## config.mk

```make
export PLATFORM = sky130hd
export DESIGN_NAME = usb_idle_speed_sense
export DESIGN_NICKNAME = d
export VERILOG_FILES = /design/src/rtl/usb_idle_pkg.sv /design/src/rtl/usb_line_class.sv /design/src/rtl/usb_se0_timer.sv /design/src/rtl/usb_speed_ctl.sv /design/src/rtl/usb_idle_speed_sense.sv
export SDC_FILE = /design/constraint.sdc
export NUM_CORES = 1
export LEC_CHECK = 0
export BUFFER_PORTS_ARGS = -buffer_cell sky130_fd_sc_hd__buf_2
export CAP_MARGIN = 15
export CORE_MARGIN = 3
export CORE_UTILIZATION = 53
export DETAILED_ROUTE_END_ITERATION = 7
export PLACE_DENSITY_LB_ADDON = 0.12
export SYNTH_ARGS = -nofsm -noshare
export SYNTH_HDL_FRONTEND = slang
export SYNTH_HIERARCHICAL = 1
export SYNTH_SLANG_ARGS = --single-unit
```

## constraint.sdc

```tcl
create_clock -name clk -period 1.9 [get_ports clk]
set_clock_uncertainty 0.1 [all_clocks]
set_input_delay 0.38 -clock clk [delete_from_list [all_inputs] [get_ports clk]]
set_output_delay 0.38 -clock clk [all_outputs]
set_load 0.005 [all_outputs]
```

## src/rtl/usb_idle_pkg.sv

```systemverilog
package usb_idle_pkg;

    typedef enum logic [1:0] {
        LN_SE0 = 2'b00,
        LN_LSJ = 2'b01,
        LN_FSJ = 2'b10,
        LN_SE1 = 2'b11
    } line_e;

    typedef enum logic [1:0] {
        SPD_FULL = 2'd0,
        SPD_LOW  = 2'd1,
        SPD_HUB  = 2'd2
    } speed_e;

    localparam logic [1:0] CFG_AUTO = 2'd0;
    localparam logic [1:0] CFG_FULL = 2'd1;
    localparam logic [1:0] CFG_LOW  = 2'd2;

    // Nanoseconds to clock cycles, rounded up.
    function automatic int ns_to_cycles(longint hz, longint ns);
        return int'((hz / 1000 * ns + 999_999) / 1_000_000);
    endfunction

endpackage

```

## src/rtl/usb_line_class.sv

```systemverilog
module usb_line_class
    import usb_idle_pkg::*;
(
    input  logic  dp,
    input  logic  dm,
    output line_e level
);
    always_comb begin
        unique case ({dp, dm})
            2'b00:   level = LN_SE0;
            2'b10:   level = LN_FSJ;
            2'b01:   level = LN_LSJ;
            default: level = LN_SE1;
        endcase
    end
endmodule

```

## src/rtl/usb_se0_timer.sv

```systemverilog
module usb_se0_timer #(
    parameter int KA_CYC  = 58,
    parameter int RST_CYC = 120
) (
    input  logic clk,
    input  logic rst_n,
    input  logic in_se0,
    output logic se0_done,
    output logic len_multi,
    output logic len_ka,
    output logic len_rst
);
    localparam int CNT_MAX = RST_CYC + 1;
    localparam int CW      = $clog2(CNT_MAX + 1);

    logic [CW-1:0] cnt_d, cnt_q;

    always_comb begin
        cnt_d = cnt_q;
        if (!in_se0)
            cnt_d = '0;
        else if (cnt_q != CW'(CNT_MAX))
            cnt_d = cnt_q + 1'b1;
    end

    always_ff @(posedge clk) begin
        if (!rst_n) cnt_q <= '0;
        else        cnt_q <= cnt_d;
    end

    assign se0_done  = !in_se0 && (cnt_q != '0);
    assign len_multi = cnt_q >= CW'(2);
    assign len_ka    = cnt_q >  CW'(KA_CYC);
    assign len_rst   = cnt_q >  CW'(RST_CYC);

    assert_cnt_bounded_R3: assert property (@(posedge clk) disable iff (!rst_n)
        cnt_q <= CW'(CNT_MAX));
    assert_done_after_se0_R3: assert property (@(posedge clk) disable iff (!rst_n)
        se0_done |-> $past(in_se0));
endmodule

```

## src/rtl/usb_speed_ctl.sv

```systemverilog
module usb_speed_ctl
    import usb_idle_pkg::*;
(
    input  logic       clk,
    input  logic       rst_n,
    input  line_e      level,
    input  logic [1:0] cfg_mode,
    input  logic       hub_pre,
    input  logic       se0_done,
    input  logic       len_multi,
    input  logic       len_ka,
    input  logic       len_rst,
    output speed_e     speed,
    output logic       rst_pulse,
    output logic       ka_pulse
);
    typedef struct packed {
        speed_e speed;
        logic   init;
        logic   rst_p;
        logic   ka_p;
    } ctl_s;

    ctl_s st_d, st_q;
    logic   is_auto;
    speed_e cfg_speed;
    speed_e line_speed;

    always_comb begin
        is_auto   = (cfg_mode == CFG_AUTO) || (cfg_mode == 2'd3);
        cfg_speed = (cfg_mode == CFG_LOW) ? SPD_LOW : SPD_FULL;
        unique case (level)
            LN_FSJ:  line_speed = SPD_FULL;
            LN_LSJ:  line_speed = SPD_LOW;
            default: line_speed = (st_q.speed == SPD_HUB) ? SPD_FULL : st_q.speed;
        endcase
    end

    always_comb begin
        st_d       = st_q;
        st_d.rst_p = se0_done && len_rst;
        st_d.ka_p  = se0_done && len_ka && !len_rst && (st_q.speed == SPD_LOW);
        if (level != LN_SE0)
            st_d.init = 1'b0;

        if (hub_pre && level != LN_SE0 && st_q.speed == SPD_FULL)
            st_d.speed = SPD_HUB;
        else if (se0_done && len_multi)
            st_d.speed = is_auto ? line_speed : cfg_speed;
        else if (st_q.init && is_auto && level != LN_SE0)
            st_d.speed = line_speed;
        else if (!is_auto && st_q.speed != SPD_HUB)
            st_d.speed = cfg_speed;
    end

    always_ff @(posedge clk) begin
        if (!rst_n) st_q <= '{speed: SPD_FULL, init: 1'b1, rst_p: 1'b0, ka_p: 1'b0};
        else        st_q <= st_d;
    end

    assign speed     = st_q.speed;
    assign rst_pulse = st_q.rst_p;
    assign ka_pulse  = st_q.ka_p;

    assert_ka_low_only_R4: assert property (@(posedge clk) disable iff (!rst_n)
        ka_pulse |-> $past(st_q.speed) == SPD_LOW);
    assert_fixed_full_R7: assert property (@(posedge clk) disable iff (!rst_n)
        (cfg_mode == CFG_FULL && speed != SPD_HUB) |=> (speed == SPD_FULL || speed == SPD_HUB));
    assert_fixed_low_R7: assert property (@(posedge clk) disable iff (!rst_n)
        (cfg_mode == CFG_LOW && speed != SPD_HUB) |=> (speed == SPD_LOW || speed == SPD_HUB));
    assert_hub_entry_R8: assert property (@(posedge clk) disable iff (!rst_n)
        $rose(speed == SPD_HUB) |-> $past(hub_pre));
endmodule

```

## src/rtl/usb_idle_speed_sense.sv

```systemverilog
module usb_idle_speed_sense
    import usb_idle_pkg::*;
#(
    parameter longint CLK_HZ    = 48_000_000,
    parameter int     RESET_NS  = 2500,
    parameter int     KALIVE_NS = 1200
) (
    input  logic       clk,
    input  logic       rst_n,
    input  logic       dp,
    input  logic       dm,
    input  logic [1:0] cfg_mode,
    input  logic       hub_pre,
    output logic [1:0] speed,
    output logic       bus_reset,
    output logic       keep_alive
);
    localparam int RST_CYC = ns_to_cycles(CLK_HZ, longint'(RESET_NS));
    localparam int KA_CYC  = ns_to_cycles(CLK_HZ, longint'(KALIVE_NS));

    initial begin
        if (KA_CYC < 2 || KA_CYC >= RST_CYC)
            $error("SE0 limits out of order: %0d / %0d", KA_CYC, RST_CYC);
    end

    line_e  level;
    speed_e spd;
    logic   se0_done, len_multi, len_ka, len_rst;

    usb_line_class u_class (
        .dp    (dp),
        .dm    (dm),
        .level (level)
    );

    usb_se0_timer #(.KA_CYC(KA_CYC), .RST_CYC(RST_CYC)) u_timer (
        .clk       (clk),
        .rst_n     (rst_n),
        .in_se0    (level == LN_SE0),
        .se0_done  (se0_done),
        .len_multi (len_multi),
        .len_ka    (len_ka),
        .len_rst   (len_rst)
    );

    usb_speed_ctl u_ctl (
        .clk       (clk),
        .rst_n     (rst_n),
        .level     (level),
        .cfg_mode  (cfg_mode),
        .hub_pre   (hub_pre),
        .se0_done  (se0_done),
        .len_multi (len_multi),
        .len_ka    (len_ka),
        .len_rst   (len_rst),
        .speed     (spd),
        .rst_pulse (bus_reset),
        .ka_pulse  (keep_alive)
    );

    assign speed = spd;

    assert_pulse_excl_R10: assert property (@(posedge clk) disable iff (!rst_n)
        !(bus_reset && keep_alive));
    assert_pulse_after_end_R10: assert property (@(posedge clk) disable iff (!rst_n)
        (bus_reset || keep_alive) |-> $past({dp, dm} != 2'b00));
    assert_pulse_single_R10: assert property (@(posedge clk) disable iff (!rst_n)
        (bus_reset || keep_alive) |=> !(bus_reset || keep_alive));
endmodule

```

* Word-level counts from Yosys, hierarchy flattened
Index checks and enable logic that the tools add are counted.
Operators by class: eq/ne operators 10, bitwise operators 1, add/sub/neg operators 1, multipliers 0, $lt $le $gt $ge 3, div/mod/pow operators 0, muxes and demuxes 9, reductions and logical operators 25, shift-type cells 0
Operators with widths (number):
- two-way mux 2 bit | 6
- logical AND 1 bit | 11
- equality test 2 bit (second input constant) | 5
- zero test 2 bit | 4
- adder 7 x 1 -> 7 bit (second input constant) | 1
- >= comparator 7 x 2 -> 1 bit (second input constant) | 1
- > comparator 7 x 6 -> 1 bit (second input constant) | 1
- > comparator 7 bit (second input constant) | 1
- inequality test 7 bit (second input constant) | 1
- nonzero test 7 bit | 1
- equality test 2 x 1 -> 1 bit (second input constant) | 3
- one-hot mux 2 bit (3 select lines) | 1
- one-hot mux 2 bit (2 select lines) | 1
- nonzero test 4 bit | 1
- zero test 1 bit | 3
- nonzero test 3 bit | 1
- inequality test 2 bit (second input constant) | 1
- AND reduction 2 bit | 1
- nonzero test 2 bit | 1
- OR reduction 2 bit | 1
- logical OR 1 bit | 1
- two-way mux 1 bit | 1
- inverter 1 bit | 1
Word-level totals: RAM bits 0, output and inout port bits 4, logic and storage cells 55, memories kept 0, input bits 7, memory bits (read-only) 0, bits in latches 0, register bits 12

* Depth between registers and ports, before layout
Gate-level depths: netlist of the first run.
depth after elaboration 8, mapped depth 7, gate-level depth less buffers 7

* Hierarchy
The synthesis of the first run kept the hierarchy.
By module, submodules not included:
- usb_se0_timer | seq. area each 140.1 µm², cells an instance 48, times used 1, area each 391.6 µm²
- usb_speed_ctl | seq. area each 100.1 µm², cells an instance 36, times used 1, area each 314.1 µm²
- usb_line_class | seq. area each 0.0 µm², cells an instance 2, times used 1, area each 7.5 µm²
- usb_idle_speed_sense | seq. area each 0.0 µm², cells an instance 1, times used 1, area each 3.8 µm²

* Worst setup path before layout of the first run
OpenSTA, ideal clock, no wires.
kind register -> register, from register u_timer.cnt_q[0], to register u_ctl.st_q (netlist bit u_ctl/speed[0]), setup time 86 ps, setup slack 196 ps, cell stages (with the launch flop) 8, path buffers 0, arrival 1518 ps, period minus slack after synthesis 1704 ps, data required time 1714 ps, cells stage by stage dfxtp_1 > inv_1 > ha_1 > a31oi_1 > and2_4 > o2111a_1 > a21oi_1 > a221oi_2
On the way: word-level cells in the longest chain between the ends 4, elaborated cells on any way between the ends 6, those cells by class order compare (1); mux (1); reduce/logical (4)
Ends and longest elaborated chain:
- start: declaration | line usb_se0_timer.sv:16 | logic [CW-1:0] cnt_d, cnt_q;
- start signal: assignment | line usb_se0_timer.sv:28 | else cnt_q <= cnt_d;
- nonzero test 7 bit (*) | line usb_se0_timer.sv:31 | assign se0_done = !in_se0 && (cnt_q != '0);
- logical AND 1 bit (*) | line usb_se0_timer.sv:31
- net se0_done | line usb_idle_speed_sense.sv:28 | logic se0_done, len_multi, len_ka, len_rst;
- logical AND 1 bit (*) | line usb_speed_ctl.sv:48 | else if (se0_done && len_multi)
- nonzero test 3 bit (no source line) or two-way mux 2 bit (tied branches)
- end signal: assignment | line usb_speed_ctl.sv:57 | if (!rst_n) st_q <= '{speed: SPD_FULL, init: 1'b1, rst_p: 1'b0, ka_p: 1'b0};
- end signal: assignment | line usb_speed_ctl.sv:58 | else st_q <= st_d;
- end: declaration | line usb_speed_ctl.sv:24 | ctl_s st_d, st_q;
Mark *: on every way through the listed nets, which the timed path passes. The rest lies on a longest branch. A chain may end at the register's enable or synchronous reset.

* Worst setup path after layout of the first run
from register u_timer.cnt_q[4], to register u_ctl.st_q (netlist bit u_ctl/speed[0])
Same word-level chain as after synthesis.

==> metrics.md, run 1 <==
| Metric | Value |
|---|---|
| Drc violations | `0` |
| Ratio of cells with drive above 1 in the final layout | `0.265` |
| Area of the die | `1830 sq um` |
| Area of all placed cells without fillers | `816 sq um` |
| H-tree lvl count | `1` |
| Initial core utilization | `0.604` |
| Hold crit path type | `input pin to flip-flop` |
| Setup Total Neg Slack | `0 ps` |
| Area after detailed placement | `779 sq um` |
| Total number of nets in the final design | `roughly 110` |
| Root cell of the clock tree | `sky130_fd_sc_hd__clkbuf_4` |
| Iteration-0 DRC Markers | `37` |
| Sink count of the clock tree | `12` |
| Critical Path Sink Type | `flip-flop` |
| Worst Setup Path Type | `flip-flop to flip-flop` |
| Launching point of the worst reg2reg path | `u_timer/cnt_q[4]` |
| Area contributors post-synth | `sky130_fd_sc_hd__dfxtp_1 (34%), sky130_fd_sc_hd__ha_1 (10%), sky130_fd_sc_hd__a21oi_1 (4.9%)` |
| Remaining Overflow, GRT | `0` |
| Sequential element share of the synthesized area | `0.335` |
| Design Power | `0.000482 W` |
| Result of the run | `completed` |
| Critical Path Slowest Stage Cell | `sky130_fd_sc_hd__dfxtp_1` |
| Drt wl/cell | `12.8 um` |
| Async set-or-reset flop fraction in the synthesized netlist | `0` |
| TritonCTS clock tree | `yes` |
| Synthesized netlist net count | `100` |
| Total number of placement rows | `12` |
| Setup violations, final | `0` |
| Syn-to-layout area delta | `13.8%` |
| Slew @ Worst Pin | `roughly 400 ps` |
| First-pass GRT wire length | `about 2400 um` |
| Die width | `approximately 43 um` |
| Critical path startpoint category | `flip-flop` |
| Area of the mapped netlist | `just over 700 sq um` |
| Clock-pin slew reported for the worst setup and hold paths after clock tree synthesis | `70 ps` |
| Count of maximum capacitance violations | `0` |
| Hold-fix buffers, CTS | `0` |
| Remaining antenna violation count after routing | `0` |
| All-layer global routing usage | `0.168` |
| Post-synth top flop | `sky130_fd_sc_hd__dfxtp_1` |
| Final-layout fill cell count | `slightly above 100` |
| Inserted Clock Buffers | `3` |
| Max Fclk | `0.566 GHz` |
| CP Launch Point | `u_timer/cnt_q[4]` |
| Core Util, Final | `0.688` |
| Post-synthesis cell type count | `34` |
| Flip-flop and latch count after synthesis | `12` |
| Critical path cell sequence | `nor4_2 > a31oi_2 > and2_4 > o2111a_1 > a21oi_1 > a221oi_2` |
| FF-to-FF setup slack | `130 ps` |
| Via count normalized by instance count | `a little under 6` |
| Initial antenna violation count | `0` |
| CP endpoint | `u_ctl/speed[0]` |
| I/O pin count | `11` |
| Leakage power figure | `about 0.34 nW` |
| Number of buffer cells added on primary ports | `10` |
| Die H | `42.8 um` |
| Number of optimization iterations in the first detailed-route pass | `4` |
| Number of vias after detailed routing | `668` |
| Worst max-slew margin expressed relative to the limit | `0.731` |
| Worst-Skew Late Latency | `260 ps` |
| Required time of the critical path | `1940 ps` |
| Hold Vio Cnt, Final | `0` |
| CTS Buffer Depth | `2` |
| Power per Cell Area | `591 nW/um^2` |
| Max-slew violation total from the final report | `0` |
| Vias in the first global route | `562` |
| Tmin final | `about 1800 ps` |
| RSZ-0062 raised after global routing | `false` |
| Post-synth EDFFs | `0` |
| Number of warnings reported in the yosys synthesis log | `6` |
| Syn_area_per_cell | `8.24 sq um` |
| Fraction of post-synthesis cell area in the top cell type by area | `0.335` |
| Total core area | `1190 sq um` |
| Mapped Cells | `87` |
| Worst Path Max Fanout | `5` |
| Endpoint of the lowest-slack register-to-register path | `u_ctl/speed[0]` |
| Reg2reg path depth | `6` |
| Pin count of the biggest net entering global routing | `9` |
| Maximum vdd ir drop | `410 uV` |
| Count of inserted antenna diode cells | `0` |
| Post-Route WL | `around 1400 um` |
| Setup Fix Bufs, Post-CTS | `0` |
| DPL Wire Length | `1050 um` |
| Area taken by multi-input logic gates | `432 sq um` |
| Data arrival time at the worst-slack endpoint | `1810 ps` |
| Slowest cell delay on critical path | `360 ps` |
| Final worst path period share | `0.930` |
| Biggest area consumer among synthesized cells | `sky130_fd_sc_hd__dfxtp_1` |
| FF+latch area | `241 sq um` |
| RePlAce Congestion | `0.831` |
worst max-delay path, delay by kind of cell (launching register included):
family / cells / cell delay [ps]
flops: 1 / 360
simple gates: 2 / 520
compound gates: 4 / 660
cell type report:
cell class	instances	share of cell area
Multi-Input combinational cell	62	0.529
Sequential cell	12	0.296
Timing Repair Buffer	13	0.0890
Inverter	8	0.0368
Clock buffer	3	0.0276
Tap cell	14	0.0215
layout by cell type, fill, tap and decap left out:
cell type	count
sky130_fd_sc_hd__a211oi_1	2
sky130_fd_sc_hd__dfxtp_2	1
sky130_fd_sc_hd__xnor2_1	1
sky130_fd_sc_hd__nor2b_2	1
sky130_fd_sc_hd__or3_1	2
sky130_fd_sc_hd__nand3_2	1
sky130_fd_sc_hd__or2b_1	1
sky130_fd_sc_hd__nor2b_1	1
sky130_fd_sc_hd__nand2_1	7
sky130_fd_sc_hd__a22oi_1	1
sky130_fd_sc_hd__o2111a_1	1
sky130_fd_sc_hd__o21ai_1	1
sky130_fd_sc_hd__a221oi_2	1
sky130_fd_sc_hd__xor2_1	2
sky130_fd_sc_hd__nor4_2	1
sky130_fd_sc_hd__clkbuf_4	3
sky130_fd_sc_hd__nand4b_1	1
sky130_fd_sc_hd__buf_2	10
sky130_fd_sc_hd__and3_2	2
sky130_fd_sc_hd__o21ai_0	5
sky130_fd_sc_hd__a31oi_2	1
sky130_fd_sc_hd__nand3b_1	1
sky130_fd_sc_hd__nor2_1	4
sky130_fd_sc_hd__a21oi_1	7
sky130_fd_sc_hd__and3b_1	1
sky130_fd_sc_hd__nor3_1	3
sky130_fd_sc_hd__dfxtp_1	11
sky130_fd_sc_hd__nor4b_1	1
sky130_fd_sc_hd__and2_4	1
sky130_fd_sc_hd__o22ai_1	1
sky130_fd_sc_hd__inv_1	8
sky130_fd_sc_hd__nand3_1	4
sky130_fd_sc_hd__buf_4	3
sky130_fd_sc_hd__ha_1	6
sky130_fd_sc_hd__nor2_2	1
through the flow:
stage / hold slack, ps / setup slack (ps) / cells
after CTS: 238 / 54.5 / 112
after floorplan: 314 / 196 / 87
after global placement: 325 / 136 / 109
after global routing: 254 / 22.9 / 112
final: 241 / 133 / 112
after detailed placement: 330 / 62.9 / 109
state kept, by name, summed over array words and instances (netlist names):
signal           flops
u_ctl/st_q           1
u_timer/cnt_q        7
u_ctl/ka_pulse       1
u_ctl/rst_pulse      1
u_ctl/speed          2
cells in the mapped netlist, drive strengths merged (2+ instances only):
master   n
and3     2
clkbuf   2
xor2     2
or3      2
a21oi    7
nor2     5
ha       6
buf      3
dfxtp   12
a211oi   2
nor3     3
o21ai    6
inv      8
nor2b    2
nand2    7
nand3    5
report_power, final:
| group | total, W | internal [W] | switching (W) | leakage (nW) |
|---|---|---|---|---|
| Clock | 0.000150 | 0.0000731 | 0.0000771 | 0.0138 |
| Combinational | 0.0000659 | 0.0000289 | 0.0000370 | 0.226 |
| Sequential | 0.000266 | 0.000258 | 0.00000750 | 0.0979 |
| Total | 0.000482 | 0.000360 | 0.000122 | 0.338 |
worst min path at each step:
stage / from / end / slack, ps / depth (start not counted)
floorplan: u_ctl/st_q[2] / u_ctl/st_q[2] / 310 / 2
global placement: u_ctl/st_q[2] / u_ctl/st_q[2] / 330 / 2
detailed placement: u_ctl/st_q[2] / u_ctl/st_q[2] / 330 / 2
CTS: rst_n / u_ctl/st_q[2] / 240 / 2
global route: rst_n / u_ctl/st_q[2] / 250 / 2
finish: rst_n / u_ctl/st_q[2] / 240 / 2
logic make-up (layout without fill, tap and decap cells):
kind of cell,Yosys count,count (layout),synth area share
flip-flops,12,12,0.335
XOR/XNOR,3,3,0.0367
AO/OA/AOI/OAI,20,20,0.176
buffers and inverters,13,24,0.0803
AND/OR/NAND/NOR,33,33,0.267
adder cells (fa/ha/maj),6,6,0.105
layer usage:
metal	GRT usage	part of all wire	vias up
met3	0.0254	0.064	0
met4	0.0745	0	0
met5	0	0	-
met2	0.251	0.44	26
met1	0.233	0.49	312
li1	-	-	330
timing repair:
action | 4_1_cts | 5_1_grt
hold endpoints to repair | 0 | 0
resized for setup | 0 | 3
endpoints found under the setup margin | 0 | 2
Power figures use the tool's default switching activity.
==> run 2: changes to the inputs <==
--- a/config.mk
+++ b/config.mk
@@ -11,6 +11,7 @@
 export CORE_UTILIZATION = 53
 export DETAILED_ROUTE_END_ITERATION = 7
 export PLACE_DENSITY_LB_ADDON = 0.12
+export SETUP_SLACK_MARGIN = 0.15
 export SYNTH_ARGS = -nofsm -noshare
 export SYNTH_HDL_FRONTEND = slang
 export SYNTH_HIERARCHICAL = 1
==> run 2 against run 1 <==
Combinational power rose by 16%. Global-route usage is 0.26 points higher. Routed wire length increased by 3.3%. Cell area increased by 5.8%. Critical path depth unchanged. Fmax is 7.4% higher. Cell count grew 0.89%. First-iteration DRC count down 14%. Hold slack lost 2.0 ps. Setup slack gained 120 ps. Count of clock-buffer cells in the layout is the same. Largest power group unchanged.
==> metrics.md, run 2 (synthesis results as in run 1) <==
| Metric | Value |
|---|---|
| Setup Total Neg Slack | `0 ps (unchanged)` |
| Worst Path Max Fanout | `5 (unchanged)` |
| Iteration-0 DRC Markers | `32 (-14%)` |
| Inserted Clock Buffers | `3 (unchanged)` |
| Die H | `42.8 um (unchanged)` |
| Tmin final | `1640 ps (-122 ps)` |
| Total number of placement rows | `12 (unchanged)` |
| Post-Route WL | `1480 um (+3.3%)` |
| TritonCTS clock tree | `yes` |
| Critical Path Sink Type | `flip-flop` |
| Final worst path period share | `0.866 (-0.0640)` |
| Syn-to-layout area delta | `20.4%` |
| I/O pin count | `11 (unchanged)` |
| Remaining Overflow, GRT | `0 (unchanged)` |
| Result of the run | `completed` |
| CTS Buffer Depth | `2 (unchanged)` |
| Total number of nets in the final design | `114 (+0.88%)` |
| Critical path cell sequence | `nor4_4 > a31oi_2 > and2_4 > o2111a_1 > a21oi_2 > a221oi_2` |
| Slew @ Worst Pin | `394 ps (-3.00 ps)` |
| Power per Cell Area | `572 nW/um^2 (-3.2%)` |
| First-pass GRT wire length | `2390 um (+1.5%)` |
| Sink count of the clock tree | `12 (unchanged)` |
| Hold Vio Cnt, Final | `0 (unchanged)` |
| Initial antenna violation count | `0 (unchanged)` |
| Max Fclk | `0.608 GHz (+7.4%)` |
| Final-layout fill cell count | `92 (-9.8%)` |
| Number of vias after detailed routing | `664 (-0.60%)` |
| DPL Wire Length | `1050 um (unchanged)` |
| Worst Setup Path Type | `flip-flop to flip-flop` |
| Max-slew violation total from the final report | `0 (unchanged)` |
| Die width | `42.8 um (unchanged)` |
| Drc violations | `0 (unchanged)` |
| Pin count of the biggest net entering global routing | `9 (unchanged)` |
| Ratio of cells with drive above 1 in the final layout | `0.343 (+0.0781)` |
| Vias in the first global route | `571 (+1.6%)` |
| Flip-flop count of the largest register after layout | `7 (unchanged)` |
| Core Util, Final | `0.728 (+0.0401)` |
| Critical path startpoint category | `flip-flop` |
| Worst max-slew margin expressed relative to the limit | `0.733 (+0.00203)` |
| Area of the die | `1830 sq um (unchanged)` |
| Clock-pin slew reported for the worst setup and hold paths after clock tree synthesis | `80 ps (about the same)` |
| All-layer global routing usage | `0.170 (+0.00261)` |
| Hold crit path type | `input pin to flip-flop` |
| Highest-count cells in the layout ignoring fill and taps | `sky130_fd_sc_hd__buf_2 (10), sky130_fd_sc_hd__dfxtp_1 (9), sky130_fd_sc_hd__inv_1 (8), sky130_fd_sc_hd__nand2_1 (7), sky130_fd_sc_hd__a21oi_1 (6)` |
| Leakage power figure | `0.356 nW (+5.3%)` |
| Root cell of the clock tree | `sky130_fd_sc_hd__clkbuf_4` |
| Top reg by flops | `u_timer/cnt_q` |
| Setup violations, final | `0 (unchanged)` |
| RSZ-0062 raised after global routing | `false` |
| Data arrival time at the worst-slack endpoint | `1700 ps (-110 ps)` |
| Count of inserted antenna diode cells | `0 (unchanged)` |
| Remaining antenna violation count after routing | `0 (unchanged)` |
| Hold-fix buffers, CTS | `0 (unchanged)` |
| Hold WS | `239 ps (-2.00 ps)` |
| Initial core utilization | `0.604 (unchanged)` |
| Most common library cell in the layout ignoring fill and taps | `sky130_fd_sc_hd__buf_2` |
| Maximum vdd ir drop | `420 uV (+2.5%)` |
| Number of optimization iterations in the first detailed-route pass | `4 (unchanged)` |
| Slowest cell delay on critical path | `350 ps (about the same)` |
| H-tree lvl count | `1 (unchanged)` |
| Total core area | `1190 sq um (unchanged)` |
| Required time of the critical path | `1950 ps (about the same)` |
| Via count normalized by instance count | `5.88 (-1.5%)` |
| Area after detailed placement | `779 sq um (unchanged)` |
| Count of maximum capacitance violations | `0 (unchanged)` |
| Area of all placed cells without fillers | `863 sq um (+5.8%)` |
| Critical Path Slowest Stage Cell | `sky130_fd_sc_hd__dfxtp_2` |
| Number of buffer cells added on primary ports | `10 (unchanged)` |
| RePlAce Congestion | `0.831 (unchanged)` |
| Drt wl/cell | `13.1 um (+2.4%)` |
| Worst-Skew Late Latency | `270 ps (about the same)` |
==> run 2: what timing repair did <==
item                       in CTS  in global routing
gates cloned                    0                  0
setup buffers                   0                  1
setup endpoints to repair       2                  2
pin swaps                       0                  4
resized for setup               3                 11
==> run 2: path summary, 6_finish.rpt <==
| kind | startpoint | endpoint | slack, ps | cells past startpoint |
|---|---|---|---|---|
| hold / removal | rst_n | u_ctl/st_q[2] | 240 | 2 |
| setup / recovery | u_timer/cnt_q[5] | u_ctl/speed[0] | 260 | 6 |
| setup reg to reg | u_timer/cnt_q[5] | u_ctl/speed[0] | 260 | 6 |
| hold reg to reg | u_ctl/st_q[2] | u_ctl/st_q[2] | 340 | 2 |
==> run 2: power by group <==
part / internal [W] / switching, W
registers: 0.000257 / 0.00000776
clock network: 0.0000731 / 0.0000791
logic: 0.0000341 / 0.0000423
==> run 2: worst max-delay path, delay by kind of cell, from the launching register on <==
family,cells,cell delay [ps]
flops,1,350
compound gates,4,580
simple gates,2,490
==> run 2: per-layer routing <==
| layer | global-route usage | part of all wire |
|---|---|---|
| met5 | 0 | 0 |
| met3 | 0.0254 | 0.078 |
| met2 | 0.257 | 0.43 |
| met4 | 0.0745 | 0.0054 |
| met1 | 0.236 | 0.48 |
==> run 2: area by class of cell <==
| class | count | area (sq um) | share of cell area |
|---|---|---|---|
| Clock buffer | 3 | 22.5 | 0.0261 |
| Multi-Input combinational cell | 62 | 467 | 0.541 |
| Inverter | 8 | 30.0 | 0.0348 |
| Timing Repair Buffer | 14 | 80.1 | 0.0928 |
| Sequential cell | 12 | 246 | 0.286 |
| Tap cell | 14 | 17.5 | 0.0203 |
==> run 2: stage by stage <==
stage	total power [W]	setup WS [ps]	std cells
floorplan	0.000318	196	87
finish	0.000494	255	113
CTS	0.000489	161	112
global route	0.000521	147	113
global placement	0.000332	136	109
detailed placement	0.000334	62.9	109
